$ cat src/rtl/wk_pkg.sv
package wk_pkg;
    typedef enum logic [1:0] {
        MODE_NORMAL  = 2'd0,
        MODE_STANDBY = 2'd1,
        MODE_FORCED  = 2'd2
    } op_mode_e;

    typedef enum logic [2:0] {
        S_IDLE,
        S_LOCK,
        S_CLEAR,
        S_QUIET,
        S_TIMING,
        S_WAKE,
        S_RELEASE
    } wake_state_e;
endpackage

$ cat src/rtl/wk_mode_sel.sv
module wk_mode_sel
    import wk_pkg::*;
(
    input  logic     stby_sel,
    input  logic     main_ok,
    input  logic     io_ok,
    output op_mode_e mode,
    output logic     wake_en
);
    // supply failures take priority over the request
    always_comb begin
        if (!io_ok || !main_ok) mode = MODE_FORCED;
        else if (stby_sel)      mode = MODE_STANDBY;
        else                    mode = MODE_NORMAL;
        wake_en = io_ok && (mode != MODE_NORMAL);
    end
endmodule

$ cat src/rtl/wk_filter_fsm.sv
module wk_filter_fsm
    import wk_pkg::*;
#(
    parameter int WAKE_CYC   = 600,
    parameter int CLEAR_CYC  = 600,
    parameter int GLITCH_CYC = 8
) (
    input  logic clk,
    input  logic rst_n,
    input  logic wake_en,
    input  logic bus_dom,
    output logic wake_low
);
    localparam int MAX_AB = (WAKE_CYC > CLEAR_CYC) ? WAKE_CYC : CLEAR_CYC;
    localparam int MAXC   = (MAX_AB > GLITCH_CYC) ? MAX_AB : GLITCH_CYC;
    localparam int CW     = $clog2(MAXC + 1);
    localparam logic [CW-1:0] WAKE_LAST = CW'(WAKE_CYC - 1);
    localparam logic [CW-1:0] CLR_LAST  = CW'(CLEAR_CYC - 1);
    localparam logic [CW-1:0] GL_LAST   = CW'(GLITCH_CYC - 1);
    localparam logic [CW-1:0] ONE       = CW'(1);

    wake_state_e st_q, st_d;
    logic [CW-1:0] cnt_q, cnt_d;

    // state register
    always_ff @(posedge clk or negedge rst_n) begin
        if (!rst_n) begin
            st_q  <= S_IDLE;
            cnt_q <= '0;
        end else begin
            st_q  <= st_d;
            cnt_q <= cnt_d;
        end
    end

    // next state
    always_comb begin
        st_d  = st_q;
        cnt_d = cnt_q;
        if (!wake_en) begin
            st_d  = S_IDLE;
            cnt_d = '0;
        end else begin
            unique case (st_q)
                S_IDLE: begin
                    st_d  = bus_dom ? S_LOCK : S_QUIET;
                    cnt_d = '0;
                end
                S_LOCK: begin
                    if (!bus_dom) begin
                        st_d  = S_CLEAR;
                        cnt_d = ONE;
                    end
                end
                S_CLEAR: begin
                    if (bus_dom) begin
                        st_d  = S_LOCK;
                        cnt_d = '0;
                    end else if (cnt_q == CLR_LAST) begin
                        st_d  = S_QUIET;
                        cnt_d = '0;
                    end else begin
                        cnt_d = cnt_q + ONE;
                    end
                end
                S_QUIET: begin
                    if (bus_dom) begin
                        st_d  = S_TIMING;
                        cnt_d = ONE;
                    end
                end
                S_TIMING: begin
                    if (!bus_dom) begin
                        st_d  = S_QUIET;
                        cnt_d = '0;
                    end else if (cnt_q == WAKE_LAST) begin
                        st_d  = S_WAKE;
                        cnt_d = '0;
                    end else begin
                        cnt_d = cnt_q + ONE;
                    end
                end
                S_WAKE: begin
                    if (!bus_dom) begin
                        if (GLITCH_CYC < 2) begin
                            st_d  = S_QUIET;
                            cnt_d = '0;
                        end else begin
                            st_d  = S_RELEASE;
                            cnt_d = ONE;
                        end
                    end
                end
                S_RELEASE: begin
                    if (bus_dom) begin
                        st_d  = S_WAKE;
                        cnt_d = '0;
                    end else if (cnt_q == GL_LAST) begin
                        st_d  = S_QUIET;
                        cnt_d = '0;
                    end else begin
                        cnt_d = cnt_q + ONE;
                    end
                end
                default: begin
                    st_d  = S_IDLE;
                    cnt_d = '0;
                end
            endcase
        end
    end

    // outputs
    always_comb begin
        unique case (st_q)
            S_WAKE, S_RELEASE: wake_low = 1'b1;
            default:           wake_low = 1'b0;
        endcase
    end

    p_idle_when_off_r8: assert property (@(posedge clk) disable iff (!rst_n)
        !wake_en |=> (st_q == S_IDLE));
    p_lock_holds_r5: assert property (@(posedge clk) disable iff (!rst_n)
        (wake_en && st_q == S_LOCK && bus_dom) |=> !wake_low);
    p_wake_after_dom_r3: assert property (@(posedge clk) disable iff (!rst_n)
        $rose(wake_low) |-> ($past(bus_dom) && $past(wake_en)));
    p_cnt_bound_r4: assert property (@(posedge clk) disable iff (!rst_n)
        cnt_q <= CW'(MAXC));
endmodule

$ cat src/rtl/stby_wake_ctrl.sv
module stby_wake_ctrl
    import wk_pkg::*;
#(
    parameter int WAKE_CYC   = 600,
    parameter int CLEAR_CYC  = 600,
    parameter int GLITCH_CYC = 8,
    parameter bit HAS_WAKE   = 1'b1
) (
    input  logic       clk,
    input  logic       rst_n,
    input  logic       stby_sel,
    input  logic       main_ok,
    input  logic       io_ok,
    input  logic       bus_dom,
    output logic       rxd,
    output logic       rxd_oe,
    output logic [1:0] mode
);
    op_mode_e mode_w;
    logic     wake_en;
    logic     fsm_low;
    logic     wake_low;

    wk_mode_sel u_mode (
        .stby_sel (stby_sel),
        .main_ok  (main_ok),
        .io_ok    (io_ok),
        .mode     (mode_w),
        .wake_en  (wake_en)
    );

    wk_filter_fsm #(
        .WAKE_CYC   (WAKE_CYC),
        .CLEAR_CYC  (CLEAR_CYC),
        .GLITCH_CYC (GLITCH_CYC)
    ) u_fsm (
        .clk      (clk),
        .rst_n    (rst_n),
        .wake_en  (wake_en),
        .bus_dom  (bus_dom),
        .wake_low (fsm_low)
    );

    generate
        if (HAS_WAKE) begin : g_wake
            assign wake_low = fsm_low;
        end else begin : g_nowake
            assign wake_low = 1'b0;
            p_stby_recessive_r9: assert property (@(posedge clk) disable iff (!rst_n)
                (mode != 2'd0) |-> rxd);
        end
    endgenerate

    always_comb begin
        mode   = mode_w;
        rxd_oe = io_ok;
        if (!io_ok)                    rxd = 1'b1;
        else if (mode_w == MODE_NORMAL) rxd = !bus_dom;
        else                           rxd = !wake_low;
    end

    p_forced_main_r6: assert property (@(posedge clk) disable iff (!rst_n)
        !main_ok |-> (mode == 2'd2));
    p_io_blocks_wake_r7: assert property (@(posedge clk) disable iff (!rst_n)
        !io_ok |=> !fsm_low);
endmodule

$ cat config.mk
export PLATFORM = sky130hd
export DESIGN_NAME = stby_wake_ctrl
export DESIGN_NICKNAME = d
export VERILOG_FILES = /design/src/rtl/wk_pkg.sv /design/src/rtl/wk_mode_sel.sv /design/src/rtl/wk_filter_fsm.sv /design/src/rtl/stby_wake_ctrl.sv
export SDC_FILE = /design/constraint.sdc
export NUM_CORES = 1
export LEC_CHECK = 0
export ABC_CLOCK_PERIOD_IN_PS = 2520
export BUFFER_PORTS_ARGS = -buffer_cell sky130_fd_sc_hd__buf_2
export CAP_MARGIN = 5
export CORE_UTILIZATION = 33
export DETAILED_ROUTE_END_ITERATION = 10
export GPL_ROUTABILITY_DRIVEN = 0
export SLEW_MARGIN = 20
export SYNTH_ARGS = -nofsm -noshare
export SYNTH_HDL_FRONTEND = slang
export SYNTH_SLANG_ARGS = --single-unit
$ cat constraint.sdc
create_clock -name clk -period 2.52 [get_ports clk]
set_input_delay 0.504 -clock clk [delete_from_list [all_inputs] [get_ports clk]]
set_output_delay 0.504 -clock clk [all_outputs]
set_load 0.01 [all_outputs]
==> results.md <==
- Starting Density: 34.80%
- Leakage power: 0.0004322 uW
- I/O Buffers: 9
- Core footprint: 0.002477 mm2
- Worst-Skew Late Latency: 0.27 ns
- Sequential fraction of the synthesis area: 37.74%
- DIE AREA: 0.002821 mm2
- Status: completed
- Synthesized area: 862.1 um2
- Postcts setup bufs: 0
- HP Class: primary input to async pin
- DR WL/cell: 12.77 um
- First-pass GRT wire length: 3.070 mm
- FP Rows: 18
- CTS buffer count: 3
- ANT cells: 0
- Worst slew pin tran: 0.3317 ns
- IO Pins: 10
- CP Class: register to register
- Synthesized Nets: 108
- Internal power: 292.5 uW
- CTS Root Cell: clkbuf_4
- Setup TNS: 0 ns
- Max frequency: 0.5058 GHz
- GRT Overall Usage: 15.19%
- Clk slew on worst S/H paths: 0.08 ns
- Synth Register Bits: 13
- Net Sw Frac: 26.10%
- Worst-path maximum fanout: 14
- R2R Path Start: u_fsm.cnt_q[0]
- Hold Vio Cnt, Final: 0
- R2r endpoint: u_fsm.cnt_q[3]
- Number of routed nets with antenna violations: 0
- Via count: 733
- Final period util: 78.46%
- Cell area power density: 421.2 mW/mm2
- Nets: 117
- RSZ-0062 raised after global routing: false
- Via-to-Cell Ratio: 5.273
- Post-cts gate resize count: 0
- Netlist cell types: 36
- Total of warnings raised by yosys: 0
- Total power draw: 395.8 uW
- Global route total overflow: 0
- CP endpoint kind: register
- Final Util: 37.93%
- Hpwl dp: 1.295 mm
- Htree depth: 1
- Worst R2R Path Depth: 7
- Synth-to-layout area growth: 8.999%
- Sink Count: 13
- Initial antenna violation count: 0
- Drt first pass iters: 6
- Syn avg cell area: 8.535 um2
- Post-route DRC: 0
- Starting DRT DRC Count: 11
- Sw power: 103.3 uW
- Clock skew: 0.003942 ns
- Most common cell after layout, fill and taps aside: nand2_1
- # Max-Cap Violations: 0
- Clock power share: 32.9%
- Fillers: 256
- Share of power burned in combinational logic: 11.4%
- Fin crit period: 1.977 ns
- DIE WIDTH: 53.11 um
- Setup Viol. Count Final: 0
- CP required: 2.68 ns
- Post-Synthesis Cells: 101
- Vias in the first global route: 703
- CTS Hold Bufs: 0
- Post-Route WL: 1.775 mm
- Leading cell types in the layout, fill and taps excluded: 15 x nand2_1, 13 x nand3_1, 13 x dfrtp_1
- Die H: 53.11 um
- CTS tree: done
- Clk buf depth: 2
- CP arrival: 2.14 ns
- Startpoint types: register
- Max_slew headroom: 77.89%
- Slew Limit Fails: 0
- Largest net degree at the start of global routing: 15
- Part of the power in registers: 55.7%
- Ratio of cells with drive above 1 in the final layout: 16.51%
- Max rail drop VDD: 0.2031 mV
- R2r setup slk: 0.54 ns
per-stage QoR:
step	cell area (um2)	hold slack, ns	setup slack, ns	cells
after floorplan	862.1	0.2084	0.6268	101
after global placement	913.4	0.4169	0.5155	135
after detailed placement	913.4	0.4095	0.4412	135
after CTS	939.7	0.1093	0.5472	139
after global routing	939.7	0.1091	0.3988	139
final	939.7	0.1066	0.5428	139
how the worst max path moves through the flow:
stage	endpoint	depth (start not counted)	slack [ns]	startpoint
5_1_grt	u_fsm.cnt_q[4]	7	0.40	u_fsm.cnt_q[0]
6_report	u_fsm.cnt_q[3]	7	0.54	u_fsm.cnt_q[0]
4_1_cts	u_fsm.cnt_q[4]	7	0.55	u_fsm.cnt_q[0]
3_3_place_gp	u_fsm.cnt_q[4]	7	0.52	bus_dom
3_5_place_dp	u_fsm.cnt_q[7]	7	0.44	bus_dom
2_1_floorplan	u_fsm.cnt_q[9]	6	0.63	bus_dom
critical path, stage by stage, from the launching register on:
cell,delay [ns]
dfrtp_1,0.44
ha_1,0.24
nor4bb_1,0.34
a22o_1,0.19
a311oi_2,0.12
buf_4,0.21
a21o_1,0.16
a22o_1,0.17
cells in the mapped netlist (all sizes together):
cell type | n | area [um2]
a311oi | 2 | 23.77
or3b | 2 | 17.52
o21ai | 3 | 15.01
nor2 | 8 | 30.03
nor4bb | 1 | 10.01
o211ai | 1 | 7.510
buf | 5 | 38.78
xor2 | 1 | 8.760
nand2b | 3 | 26.27
and4 | 1 | 8.760
mux2i | 1 | 10.01
ha | 1 | 12.51
and3 | 3 | 18.77
and2 | 1 | 6.260
o2111a | 1 | 11.26
nand4 | 1 | 6.260
nand3 | 13 | 65.06
nor3 | 3 | 15.01
dfrtp | 13 | 325.3
o32a | 1 | 10.01
a21oi | 3 | 15.01
o22ai | 1 | 6.260
nor3b | 1 | 7.510
a22o | 4 | 35.03
nand3b | 4 | 30.03
or2 | 1 | 6.260
inv | 2 | 7.500
a211o | 1 | 8.760
clkbuf | 2 | 7.510
a21o | 2 | 15.01
nand2 | 15 | 56.30
routing by layer:
metal  vias up  global-route usage, %  wire length (um)
met4         0                  5.263                15
met2         9                  23.42               836
li1        382                      -                 -
met3         2                  3.448                47
met5         -                      0                 0
met1       340                  20.63               875
flip-flops by register name, summed over array words and instances (netlist names):
signal       flops
u_fsm.cnt_q     10
u_fsm.st_q       3
cell type report:
class	count	area (um2)	share of cell area [%]
Tap cell	30	37.54	3.995
Inverter	2	7.507	0.7989
Multi-Input combinational cell	79	483.0	51.40
Timing Repair Buffer	11	60.06	6.391
Clock buffer	4	26.28	2.796
Sequential cell	13	325.3	34.62
logic make-up after synthesis:
logic type	share of synthesized area, %
AND/OR/NAND/NOR	35.27
buffers and inverters	6.240
multiplexers	1.161
AO/OA/AOI/OAI	17.12
flip-flops	37.74
adder cells (fa/ha/maj)	1.451
XOR/XNOR	1.016
power groups by stage:
stage                     Clock, uW  Combinational (uW)  Sequential [uW]
after global placement            0                44.4              225
after detailed placement          0                45.0              224
after global routing            151                50.7              222
final                           130                45.0              221
after CTS                       136                45.3              220
after floorplan                   0                35.9              218
Power figures use the tool's default switching activity.
